`config.mk`:
```
export PLATFORM = sky130hd
export DESIGN_NAME = lpm_top
export DESIGN_NICKNAME = d
export VERILOG_FILES = /design/src/rtl/lpm_pkg.sv /design/src/rtl/lpm_ctrl.sv /design/src/rtl/lpm_dp.sv /design/src/rtl/lpm_top.sv
export SDC_FILE = /design/constraint.sdc
export NUM_CORES = 1
export LEC_CHECK = 0
export ABC_CLOCK_PERIOD_IN_PS = 2450
export BUFFER_PORTS_ARGS = -buffer_cell sky130_fd_sc_hd__buf_2
export CELL_PAD_IN_SITES_DETAIL_PLACEMENT = 1
export CELL_PAD_IN_SITES_GLOBAL_PLACEMENT = 1
export CORE_UTILIZATION = 35
export DETAILED_ROUTE_END_ITERATION = 7
export MAX_ROUTING_LAYER = met4
export PLACE_DENSITY = 0.91
export SKIP_LAST_GASP = 1
export SYNTH_ARGS = -nofsm -noshare
export SYNTH_HDL_FRONTEND = slang
export SYNTH_SLANG_ARGS = --single-unit
export TNS_END_PERCENT = 10
```
`constraint.sdc`:
```
create_clock -name clk -period 2.45 [get_ports clk]
set_input_delay 0.245 -clock clk [delete_from_list [all_inputs] [get_ports clk]]
set_output_delay 0.245 -clock clk [all_outputs]
set_load 0.01 [all_outputs]
```
`src/rtl/lpm_pkg.sv`:
```
package lpm_pkg;

  typedef enum logic [1:0] {
    MODE_ACTIVE = 2'b00,
    MODE_WATCH  = 2'b01,
    MODE_SUB    = 2'b10
  } lpmMode_e;

  typedef enum logic [1:0] {
    ST_ACT    = 2'd0,
    ST_SETTLE = 2'd1,
    ST_WATCH  = 2'd2,
    ST_SUB    = 2'd3
  } lpmState_e;

  // strobes from control to datapath
  typedef struct packed {
    logic loadSettle;
    logic longSettle;
    logic spdWrOk;
    logic spdWrBad;
  } lpmStb_t;

endpackage

```
`src/rtl/lpm_ctrl.sv`:
```
module lpm_ctrl
  import lpm_pkg::*;
(
  input  logic       clk,
  input  logic       rstN,
  input  logic       stopStb,
  input  logic       sbyStb,
  input  logic       watchSel,
  input  logic       spdWrEn,
  input  logic       extIrq,
  input  logic       tmrIrq,
  input  logic       pinIrq,
  input  logic       lsonQ,
  input  logic       dtonQ,
  input  logic       settleDone,
  output lpmStb_t    stb,
  output logic [1:0] mode,
  output logic       mainOscEn,
  output logic       cpuClkMain,
  output logic       adcEn,
  output logic       irqHold
);

  lpmState_e stateQ, stateD;
  logic      anyWake;
  logic      asyncWake;
  logic      subExit;
  logic      directXfer;

  assign anyWake    = extIrq | tmrIrq | pinIrq;
  assign asyncWake  = extIrq | pinIrq;
  assign subExit    = stopStb | sbyStb;
  assign directXfer = dtonQ & ~lsonQ;

  always_comb begin
    stateD         = stateQ;
    stb            = '0;
    unique case (stateQ)
      ST_ACT: begin
        if (stopStb && watchSel) stateD = ST_WATCH;
      end
      ST_SETTLE: begin
        if (settleDone) stateD = ST_ACT;
      end
      ST_WATCH: begin
        if (anyWake) begin
          if (lsonQ) begin
            stateD = ST_SUB;
          end else begin
            stateD         = ST_SETTLE;
            stb.loadSettle = 1'b1;
            stb.longSettle = asyncWake;
          end
        end
      end
      ST_SUB: begin
        if (subExit) begin
          if (directXfer) begin
            stateD         = ST_SETTLE;
            stb.loadSettle = 1'b1;
            stb.longSettle = 1'b0;
          end else begin
            stateD = ST_WATCH;
          end
        end
      end
      default: stateD = ST_ACT;
    endcase

    if (spdWrEn) begin
      if (stateQ == ST_ACT || stateQ == ST_SETTLE) stb.spdWrOk  = 1'b1;
      else                                         stb.spdWrBad = 1'b1;
    end
  end

  always_ff @(posedge clk or negedge rstN) begin
    if (!rstN) stateQ <= ST_ACT;
    else       stateQ <= stateD;
  end

  // outputs decoded from the state register
  always_comb begin
    mode       = MODE_ACTIVE;
    mainOscEn  = 1'b1;
    cpuClkMain = 1'b1;
    adcEn      = 1'b1;
    irqHold    = 1'b0;
    unique case (stateQ)
      ST_ACT: ;
      ST_SETTLE: begin
        cpuClkMain = 1'b0;
        adcEn      = 1'b0;
        irqHold    = 1'b1;
      end
      ST_WATCH: begin
        mode       = MODE_WATCH;
        mainOscEn  = 1'b0;
        cpuClkMain = 1'b0;
        adcEn      = 1'b0;
      end
      ST_SUB: begin
        mode       = MODE_SUB;
        mainOscEn  = 1'b0;
        cpuClkMain = 1'b0;
        adcEn      = 1'b0;
      end
      default: ;
    endcase
  end

endmodule

```
`src/rtl/lpm_dp.sv`:
```
module lpm_dp
  import lpm_pkg::*;
#(
  parameter int SETTLE_CYC = 8,
  parameter int FRAME_CYC  = 4
) (
  input  logic    clk,
  input  logic    rstN,
  input  lpmStb_t stb,
  input  logic    flagWrEn,
  input  logic    lsonIn,
  input  logic    dtonIn,
  input  logic    spdIn,
  output logic    settleDone,
  output logic    lsonQ,
  output logic    dtonQ,
  output logic    spdSel,
  output logic    spdErr
);

  localparam int LONG_CYC = SETTLE_CYC + FRAME_CYC;
  localparam int CNT_W    = $clog2(LONG_CYC + 1);

  localparam logic [CNT_W-1:0] SHORT_LOAD = CNT_W'(SETTLE_CYC - 1);

  logic [CNT_W-1:0] longLoad;
  logic [CNT_W-1:0] settleCnt;

  generate
    if (FRAME_CYC > 0) begin : g_frameAdd
      assign longLoad = CNT_W'(LONG_CYC - 1);
    end else begin : g_noFrame
      assign longLoad = SHORT_LOAD;
    end
  endgenerate

  always_ff @(posedge clk or negedge rstN) begin
    if (!rstN) begin
      settleCnt <= '0;
    end else if (stb.loadSettle) begin
      settleCnt <= stb.longSettle ? longLoad : SHORT_LOAD;
    end else if (settleCnt != '0) begin
      settleCnt <= settleCnt - 1'b1;
    end
  end

  assign settleDone = (settleCnt == '0);

  always_ff @(posedge clk or negedge rstN) begin
    if (!rstN) begin
      lsonQ <= 1'b0;
      dtonQ <= 1'b0;
    end else if (flagWrEn) begin
      lsonQ <= lsonIn;
      dtonQ <= dtonIn;
    end
  end

  always_ff @(posedge clk or negedge rstN) begin
    if (!rstN) begin
      spdSel <= 1'b0;
      spdErr <= 1'b0;
    end else begin
      if (stb.spdWrOk)  spdSel <= spdIn;
      if (stb.spdWrBad) spdErr <= 1'b1;
    end
  end

endmodule

```
`src/rtl/lpm_top.sv`:
```
module lpm_top
  import lpm_pkg::*;
#(
  parameter int SETTLE_CYC = 8,
  parameter int FRAME_CYC  = 4
) (
  input  logic       clk,
  input  logic       rstN,
  input  logic       stopStb,
  input  logic       sbyStb,
  input  logic       watchSel,
  input  logic       flagWrEn,
  input  logic       lsonIn,
  input  logic       dtonIn,
  input  logic       spdWrEn,
  input  logic       spdIn,
  input  logic       extIrq,
  input  logic       tmrIrq,
  input  logic       pinIrq,
  output logic [1:0] mode,
  output logic       mainOscEn,
  output logic       cpuClkMain,
  output logic       adcEn,
  output logic       irqHold,
  output logic       lsonQ,
  output logic       dtonQ,
  output logic       spdSel,
  output logic       spdErr
);

  lpmStb_t stb;
  logic    settleDone;

  lpm_ctrl u_ctrl (
    .clk       (clk),
    .rstN      (rstN),
    .stopStb   (stopStb),
    .sbyStb    (sbyStb),
    .watchSel  (watchSel),
    .spdWrEn   (spdWrEn),
    .extIrq    (extIrq),
    .tmrIrq    (tmrIrq),
    .pinIrq    (pinIrq),
    .lsonQ     (lsonQ),
    .dtonQ     (dtonQ),
    .settleDone(settleDone),
    .stb       (stb),
    .mode      (mode),
    .mainOscEn (mainOscEn),
    .cpuClkMain(cpuClkMain),
    .adcEn     (adcEn),
    .irqHold   (irqHold)
  );

  lpm_dp #(
    .SETTLE_CYC(SETTLE_CYC),
    .FRAME_CYC (FRAME_CYC)
  ) u_dp (
    .clk       (clk),
    .rstN      (rstN),
    .stb       (stb),
    .flagWrEn  (flagWrEn),
    .lsonIn    (lsonIn),
    .dtonIn    (dtonIn),
    .spdIn     (spdIn),
    .settleDone(settleDone),
    .lsonQ     (lsonQ),
    .dtonQ     (dtonQ),
    .spdSel    (spdSel),
    .spdErr    (spdErr)
  );

endmodule

```
==> summary.txt, run 1 <==
Finish
  – # diodes: 0
  – Layout cells sized above 1: 44.9%
  – Most frequent cells in the layout: buf_2 (22), dfrtp_1 (10), nor2_1 (5), inv_1 (4), nand2_1 (4)
  – Area Growth Syn to Fin: 29.5%
  – Commonest non-fill, non-tap cell in the layout: buf_2
  – Nets: 93
  – Finished Layout Cells: 93
  – Finished Cell Area: 714 µm²

STA
  – Max Slew Vio Count: 0
  – Final hold vios: 0
  – Final worst-path cycle share: 71.5%
  – Fin Setup TNS: 0 ns
  – Final WS setup: 0.699 ns
  – Final count of negative-setup-slack endpoints: 0
  – Max Clock Freq: 571 MHz
  – Rel. slew slack: 55.6%
  – Setup Skew: 0.00500 ns
  – Slew of the pin with the lowest slew margin: 0.664 ns
  – Min Tclk post-route: 1.75 ns
  – Worst hold margin: 0.199 ns
  – RSZ-0062 raised after global routing: false

CTS
  – CTS tree: done
  – Clock Root Buffer: clkbuf_4
  – CTS H-tree lvls: 1
  – CTS buffer count: 3
  – Clock transition at path regs: 0.07 ns
  – Clock Sinks: 10
  – PostCTS Resize Cnt: 0
  – Max clock buf depth: 2
  – Insertion delay to the later sink of the worst-skew pair: 0.28 ns

Place
  – Placed Cells: 88
  – Place WS: 0.726 ns
  – IO Port Bufs: 22
  – Placed inst area: 668 µm²
  – RePlAce Congestion: 0.756
  – Post-DP HPWL: 999 µm

Synth
  – Post-Synth Simple-Gate Area: 19.3%
  – Main combinational cell family by area after synthesis: simple AND/OR/NAND/NOR gates
  – Mapped Area: 552 µm²
  – Synth area leader: dfrtp_1
  – Multiplexer area fraction after synthesis: 10.4%
  – Netlist cell types: 28
  – Area fraction of the dominant cell type after synthesis: 45.4%
  – Synth Area in Adders: 2.27%
  – Sequential area share after synthesis: 45.4%
  – Synth Area in Compound Gates: 14.5%
  – Synth Area per Inst: 10.4 µm²
  – Syn nets: 67
  – Post-synthesis cell count: 53
  – Synth top area cells: dfrtp_1 (45%), mux2_2 (4.1%), mux2i_1 (3.6%)
  – Post-synthesis xor/xnor area fraction: 3.17%
  – Yosys reg bits: 10
  – Synth Warn #: 0

Run status
  – Outcome: completed

Routing
  – Drc violations: 0
  – DRT Wirelength: 1250 µm
  – Routed len/inst: 13.5 µm
  – Vias per cell: 5.29
  – DRT Pass-1 Iters: 4
  – Via Count: 492
  – ANT nets after route: 0
  – Drt initial violations: 4

Setup path
  – CP Class: register to register
  – Critical Path End Type: register
  – WP data required: 2.62 ns
  – CP startpoint kind: register
  – Critical Path Fanout Max: 5
  – Crit path DAT: 1.92 ns

Job
  – Max-Cap Viols: 0

Power and ir drop
  – Power Dens Cells: 1170 mW/mm²
  – Static Leak: 0.349 nW
  – Peak VDD IR: 0.000595 V

GRT
  – Antenna violations before repair: 0
  – First-pass GRT wire length: 2120 µm
  – Pin count of the biggest net entering global routing: 11
  – GRT Resource Usage Total: 17.1%
  – Vias in the first global route: 482
  – Remaining Overflow, GRT: 0

Floorplan
  – # IOs: 23
  – Core Area: 0.00138 mm²
  – Initial Util: 39.9%
  – Die width: 41.7 µm
  – Row count: 13
  – Die height: 41.7 µm
  – Die area: 0.00174 mm²

Hold path
  – Worst hold path type: input port to register
-- cell families (layout without fill, tap and decap cells) --
group,count (synthesis),count (layout)
fa+ha+maj,1,1
compound gates,9,9
flops,10,10
buf+inv,6,31
xor+xnor,2,2
mux,5,5
simple gates,20,20
-- synthesized netlist by cell type --
cell / count
o21bai_2: 1
a21boi_0: 1
nor2_1: 5
mux2i_1: 2
nand2_1: 4
o32a_2: 1
mux2_2: 2
or3b_1: 1
o31ai_1: 1
buf_4: 1
a21o_2: 1
nor3b_1: 1
nor3_1: 3
dfrtp_1: 10
o211ai_1: 1
mux2_4: 1
nand3b_1: 1
buf_2: 1
nand3_1: 1
o311ai_0: 1
a31o_2: 2
nor4_1: 1
ha_1: 1
xnor2_1: 2
nor2b_1: 1
inv_1: 4
and2b_2: 1
or2b_1: 1
-- sequential cells by signal, indices dropped and copies added, names as in the netlist --
signal	flops
u_ctrl.stateQ	2
u_dp.spdErr	1
u_dp.spdSel	1
u_dp.dtonQ	1
u_dp.lsonQ	1
u_dp.settleCnt	4
-- power breakdown --
part,leakage [nW],internal [mW],total [mW],switching [mW]
combinational,0.212,0.201,0.386,0.185
sequential,0.116,0.228,0.296,0.0677
clock,0.0210,0.0905,0.155,0.0650
total,0.349,0.520,0.838,0.317
-- worst paths after layout --
kind,end,slack [ns],from,cells past startpoint
max,u_ctrl.stateQ[0],0.70,u_dp.settleCnt[0],5
min,u_dp.dtonQ,0.20,dtonIn,2
max reg2reg,u_ctrl.stateQ[0],0.70,u_dp.settleCnt[0],5
min reg2reg,u_dp.spdErr,0.47,u_dp.spdErr,1
max in group asynchronous,u_dp.dtonQ,1.91,rstN,2
min in group asynchronous,u_dp.settleCnt[1],0.34,rstN,2
-- stage by stage --
stage / util [%] / power, mW
detailed placement: 48.3 / 0.687
finish: 51.7 / 0.838
floorplan: - / 0.578
global placement: 48.3 / 0.672
global route: 51.7 / 0.897
CTS: 51.7 / 0.851
-- what timing repair did --
item	in CTS	in global routing
endpoints found under the hold margin	10	0
buffers inserted	0	0
hold buffers	1	0
-- worst max-delay path, stage by stage (launching register included) --
cell	delay, ns
dfrtp_1	0.38
inv_1	0.09
ha_1	0.20
nor3b_1	0.58
nand2_1	0.14
a31o_2	0.26
-- cell type report --
cell class,count,area [µm²]
Fill cell,169,668
Multi-Input combinational cell,37,274
Sequential cell,10,250
Timing Repair Buffer,23,120
Clock buffer,4,36.3
Tap cell,15,18.8
Inverter,4,15.0
-- layer usage --
layer	track usage, %	wire length [µm]	vias up
met5	-	0	-
met4	7.74	14	0
met3	6.52	62	2
met2	28.4	651	16
met1	17.7	523	240
li1	-	-	234
(Power assumes the default switching activity.)
==> run 2: changes to the inputs <==
ABC_CLOCK_PERIOD_IN_PS = 1510   (was 2450)
CORE_UTILIZATION = 30   (was 35)
PLACE_DENSITY = 0.84   (was 0.91)
clock period = 1.51 ns   (was 2.45 ns; I/O delays follow)
==> run 2 against run 1 <==
  * First-iteration DRC count rose by 25%
  * Via count grew 3.9%
  * Wire length increased by 15%
  * Sequential power up 60%
  * Critical path type unchanged
  * Critical endpoint is now u_dp.settleCnt[2]
  * Largest power group unchanged
  * Highest routed layer unchanged
==> summary.txt, run 2 (same netlist as run 1, synthesis figures left out) <==
Routing
  – Routed len/inst: 13.5 µm (+0.18%)
  – Vias per cell: 4.78 (-9.7%)
  – Drt initial violations: 5 (+1)
  – DRT Wirelength: 1440 µm (+15%)
  – Via Count: 511 (+3.9%)
  – DRT Pass-1 Iters: 3 (-1)
  – Drc violations: 0 (unchanged)
  – ANT nets after route: 0 (unchanged)

Power and ir drop
  – Internal: 908 µW (+74%)
  – Tot Pwr: 1.45 mW (+73%)
  – Power Dens Cells: 1890 mW/mm² (+61%)
  – Static Leak: 0.373 nW (+6.8%)
  – Flop pwr share: 32.7% (-2.6 points)
  – Switching Share: 37.5% (-0.38 points)
  – Clock power share: 16.9% (-1.7 points)
  – Peak VDD IR: 0.000851 V (+43%)
  – Switch Pwr: 545 µW (+72%)
  – Logic pwr share: 50.5% (+4.4 points)

Finish
  – Layout cells sized above 1: 48.8% (+3.9 points)
  – Top Registers: u_dp.settleCnt: 4 flops, u_ctrl.stateQ: 2 flops
  – # diodes: 0 (unchanged)
  – Fill count: 218 (+29%)
  – Finished Cell Area: 768 µm² (+7.5%)
  – Area of the multi-input gates: 285 µm² (+4.1%)
  – Register Area: 250 µm² (unchanged)
  – Area Growth Syn to Fin: 39.2%
  – Commonest non-fill, non-tap cell in the layout: buf_2
  – Most flop-heavy register: u_dp.settleCnt
  – Most frequent cells in the layout: buf_2 (22), dfrtp_1 (10), nor2_1 (5)
  – Nets: 97 (+4.3%)
  – Max FFs per register: 4 (unchanged)

Run status
  – Outcome: completed

GRT
  – Antenna violations before repair: 0 (unchanged)
  – Pin count of the biggest net entering global routing: 11 (unchanged)
  – GRT Resource Usage Total: 17.9% (+0.80 points)
  – Remaining Overflow, GRT: 0 (unchanged)
  – Vias in the first global route: 538 (+12%)
  – First-pass GRT wire length: 2350 µm (+11%)

Floorplan
  – Die area: 0.00201 mm² (+16%)
  – Die width: 44.9 µm (+7.6%)
  – Row count: 15 (+2)
  – # IOs: 23 (unchanged)
  – Core Area: 0.00173 mm² (+25%)
  – Die height: 44.9 µm (+7.6%)
  – Initial Util: 32.0% (-8.0 points)

Place
  – Post-DP HPWL: 1190 µm (+19%)
  – RePlAce Congestion: 0.818 (+8.3%)
  – Placed inst area: 716 µm² (+7.1%)
  – IO Port Bufs: 22 (unchanged)

CTS
  – Clock transition at path regs: 0.07 ns (about the same)
  – CTS tree: done
  – Clock Sinks: 10 (unchanged)
  – Insertion delay to the later sink of the worst-skew pair: 0.27 ns (about the same)
  – Clock Root Buffer: clkbuf_4
  – Max clock buf depth: 2 (unchanged)
  – CTS buffer count: 3 (unchanged)
  – CTS H-tree lvls: 1 (unchanged)

Setup path
  – Critical Path Slowest Stage Cell: dfrtp_1
  – CP peak stage delay: 0.42 ns (-0.16 ns)
  – CP Buf/Inv Count: 0 (-1)
  – WP data required: 1.67 ns (-0.95 ns)
  – CP startpoint kind: register
  – Critical Path End Type: register
  – CP Class: register to register
  – Critical Path Start: u_dp.lsonQ
  – CP top delay family: flip-flops
  – Critical R2R Launch: u_dp.lsonQ
  – Critical Path Fanout Max: 5 (unchanged)
  – Crit path DAT: 1.65 ns (-0.27 ns)
  – Crit-path cells: or2b_1, o32a_2, mux2_4

Hold path
  – Worst hold path type: input port to register
  – Worst Hold Launch: dtonIn

STA
  – Setup Skew: 0.00180 ns (-0.00320 ns)
  – Final worst-path cycle share: 98.9% (+27 points)
  – Rel. slew slack: 71.7% (+16 points)
  – Max Clock Freq: 670 MHz (+17%)
  – Min Tclk post-route: 1.49 ns (-0.258 ns)
  – Slew of the pin with the lowest slew margin: 0.420 ns (-0.245 ns)
  – RSZ-0062 raised after global routing: true
  – Max Slew Vio Count: 0 (unchanged)
  – Final count of negative-setup-slack endpoints: 0 (unchanged)
  – Final hold vios: 0 (unchanged)

Job
  – Max-Cap Viols: 0 (unchanged)
run 2: changes by cell type in the layout (fill, tap and decap cells not counted):
cell,change
buf_4,+4
nor3b_1,-1
nor3b_4,+1
run 2: path summary, 6_finish.rpt:
path / slack [ns] / depth (start not counted) / to
min in group asynchronous: 0.26 / 2 / u_ctrl.stateQ[1]
max reg2reg: 0.02 / 3 / u_dp.settleCnt[2]
max in group asynchronous: 1.06 / 2 / u_dp.settleCnt[3]
min reg2reg: 0.46 / 1 / u_dp.spdErr
max: 0.02 / 3 / u_dp.settleCnt[2]
min: 0.11 / 2 / u_dp.dtonQ
run 2: layer usage:
layer / vias up / global-route usage (%) / part of all wire [%]
met5: - / - / 0
met1: 250 / 15.3 / 34
li1: 243 / - / -
met2: 16 / 35.6 / 60
met4: 0 / 3.64 / 0.97
met3: 2 / 7.20 / 4.9
run 2: power by group through the flow:
stage | clock network [mW] | registers, mW | logic (mW)
3_3_place_gp | 0 | 0.463 | 0.693
6_report | 0.245 | 0.474 | 0.733
4_1_cts | 0.251 | 0.468 | 0.735
2_1_floorplan | 0 | 0.448 | 0.498
5_1_grt | 0.267 | 0.493 | 0.804
3_5_place_dp | 0 | 0.472 | 0.727
run 2: stage by stage:
stage	std cells	hold slack, ns	setup TNS (ns)	worst slack (ns)	util [%]
after global placement	102	0.0162	0	0.0870	41.4
final	107	0.110	0	0.0169	44.5
after global routing	107	0.0981	-0.0149	-0.0149	44.5
after CTS	107	0.103	0	0.0123	44.1
after detailed placement	102	0.0296	0	0.0543	41.4
after floorplan	53	-0.145	0	0.0257	-
run 2: layout make-up:
type / instances / area share [%]
Sequential cell: 10 / 32.6
Timing Repair Buffer: 27 / 19.5
Inverter: 4 / 1.95
Multi-Input combinational cell: 37 / 37.1
Tap cell: 25 / 4.07
Clock buffer: 4 / 4.72
run 2: what timing repair did:
action | in CTS | in global routing
hold buffers | 1 | 0
setup endpoints to repair | 0 | 2
gates resized for setup | 0 | 1
hold endpoints to repair | 10 | 0
setup buffers | 0 | 0
==> run 3: changes to the inputs <==
CELL_PAD_IN_SITES_DETAIL_PLACEMENT = 0   (was 1)
==> run 3 against run 2 <==
  * Sequential share of layout area is the same
  * Sequential power hardly changed
  * Combinational power down 2.9%
==> summary.txt, run 3 (same netlist as run 1, synthesis figures left out) <==
Routing
  – Vias per cell: 4.62 (-3.3%)
  – Drt initial violations: 10 (+5)
  – Via Count: 494 (-3.3%)
  – DRT Wirelength: 1100 µm (-24%)
  – DRT Pass-1 Iters: 3 (unchanged)
  – ANT nets after route: 0 (unchanged)
  – Drc violations: 0 (unchanged)
  – Routed len/inst: 10.3 µm (-24%)

Floorplan
  – Initial Util: 32.0% (unchanged)
  – Core Area: 0.00173 mm² (unchanged)
  – # IOs: 23 (unchanged)
  – Die height: 44.9 µm (unchanged)
  – Row count: 15 (unchanged)
  – Die area: 0.00201 mm² (unchanged)
  – Die width: 44.9 µm (unchanged)

Finish
  – # diodes: 0 (unchanged)
  – Area Growth Syn to Fin: 39.2% (unchanged)
  – Register Area: 250 µm² (unchanged)
  – Fill count: 181 (-17%)
  – Most flop-heavy register: u_dp.settleCnt
  – Nets: 97 (unchanged)
  – Top Registers: u_dp.settleCnt: 4 flops, u_ctrl.stateQ: 2 flops
  – Layout cells sized above 1: 48.8% (unchanged)
  – Max FFs per register: 4 (unchanged)
  – Most frequent cells in the layout: buf_2 (22), dfrtp_1 (10), nor2_1 (5)
  – Area of the multi-input gates: 285 µm² (unchanged)
  – Commonest non-fill, non-tap cell in the layout: buf_2

STA
  – Max Slew Vio Count: 0 (unchanged)
  – Final hold vios: 0 (unchanged)
  – Fin Setup TNS: 0 ns (unchanged)
  – RSZ-0062 raised after global routing: false
  – Max Clock Freq: 681 MHz (+1.7%)
  – Final WS setup: 0.0411 ns (+0.0243 ns)
  – Setup Skew: 0.000278 ns (-0.00153 ns)
  – Final count of negative-setup-slack endpoints: 0 (unchanged)
  – Slew of the pin with the lowest slew margin: 0.315 ns (-0.104 ns)
  – Min Tclk post-route: 1.47 ns (-0.0243 ns)
  – Final worst-path cycle share: 97.3% (-1.6 points)
  – Rel. slew slack: 78.7% (+7.0 points)

Place
  – IO Port Bufs: 22 (unchanged)
  – Place WS: 0.0608 ns (+0.00649 ns)
  – Post-DP HPWL: 909 µm (-23%)
  – RePlAce Congestion: 0.818 (unchanged)

GRT
  – Met2 Track Usage GR: 22.1% (-14 points)
  – Pin count of the biggest net entering global routing: 11 (unchanged)
  – GRT Resource Usage Total: 13.4% (-4.5 points)
  – Met3 Resource Use GR: 7.20% (unchanged)
  – Met1 usage: 14.7% (-0.55 points)
  – Remaining Overflow, GRT: 0 (unchanged)
  – Antenna violations before repair: 0 (unchanged)
  – Vias in the first global route: 450 (-16%)
  – GR peak layer: met2
  – First-pass GRT wire length: 1820 µm (-23%)

CTS
  – Max clock buf depth: 2 (unchanged)
  – Clock transition at path regs: 0.06 ns (about the same)
  – CTS buffer count: 3 (unchanged)
  – Setup Buffers After CTS: 0 (unchanged)
  – CTS tree: done
  – Clock Root Buffer: clkbuf_4
  – Clock Sinks: 10 (unchanged)
  – CTS H-tree lvls: 1 (unchanged)
  – Insertion delay to the later sink of the worst-skew pair: 0.26 ns (about the same)

Setup path
  – CP peak stage delay: 0.41 ns (about the same)
  – CP Class: register to register
  – CP startpoint kind: register
  – WP data required: 1.66 ns (about the same)
  – Crit-path cells: or2b_1, o32a_2, mux2_4
  – Critical Path Slowest Stage Cell: dfrtp_1
  – Critical Path Fanout Max: 5 (unchanged)
  – Critical Path End Type: register
  – Crit path DAT: 1.62 ns (-0.03 ns)

Power and ir drop
  – Power Dens Cells: 1850 mW/mm² (-2.3%)
  – Static Leak: 0.373 nW (unchanged)
  – Peak VDD IR: 0.00110 V (+29%)

Run status
  – Outcome: completed

Hold path
  – Worst hold path type: input port to register

Job
  – Max-Cap Viols: 0 (unchanged)
[run 3: cell counts in the layout (fill, tap and decap cells not counted)]
No cell type changed its count.
[run 3: repair_timing]
item	in CTS	in global routing
endpoints found under the hold margin	10	0
endpoints found under the setup margin	0	1
resized for setup	0	1
hold buffers	1	0
[run 3: report_power, final]
part           switching [mW]  internal, mW
sequential             0.0994         0.371
combinational           0.322         0.390
clock                  0.0898         0.146
[run 3: path summary, 6_finish.rpt]
path / depth (start not counted) / end / startpoint / slack, ns
max: 3 / u_dp.settleCnt[2] / u_dp.lsonQ / 0.04
min: 2 / u_dp.dtonQ / dtonIn / 0.12
max reg2reg: 3 / u_dp.settleCnt[2] / u_dp.lsonQ / 0.04
min reg2reg: 1 / u_dp.spdErr / u_dp.spdErr / 0.46
max in group asynchronous: 2 / u_dp.settleCnt[3] / rstN / 1.05
min in group asynchronous: 2 / u_ctrl.stateQ[1] / rstN / 0.27
[run 3: routing by layer]
layer  vias up  part of all wire (%)
li1        246                     -
met1       234                    40
met2        14                    54
met3         0                   5.8
met4         0                     0
met5         -                     0
[run 3: final cells by class]
| cell class | count | share of cell area [%] |
|---|---|---|
| Multi-Input combinational cell | 37 | 37.1 |
| Sequential cell | 10 | 32.6 |
| Timing Repair Buffer | 27 | 19.5 |
| Clock buffer | 4 | 4.72 |
| Tap cell | 25 | 4.07 |
| Inverter | 4 | 1.95 |
[run 3: per-stage QoR]
stage / cell area [µm²] / hold slack (ns) / utilization, % / total power [mW] / std cells
2_1_floorplan: 557 / -0.145 / - / 0.946 / 53
3_3_place_gp: 716 / 0.0162 / 41.4 / 1.16 / 102
3_5_place_dp: 716 / 0.0268 / 41.4 / 1.17 / 102
4_1_cts: 762 / 0.115 / 44.1 / 1.42 / 107
5_1_grt: 768 / 0.117 / 44.5 / 1.54 / 107
6_report: 768 / 0.120 / 44.5 / 1.42 / 107
[run 3: worst max-delay path, delay by kind of cell, from the launching register on]
kind | cells | cell delay (ns)
flops | 1 | 0.41
mux | 1 | 0.30
compound gates | 1 | 0.39
simple gates | 1 | 0.26
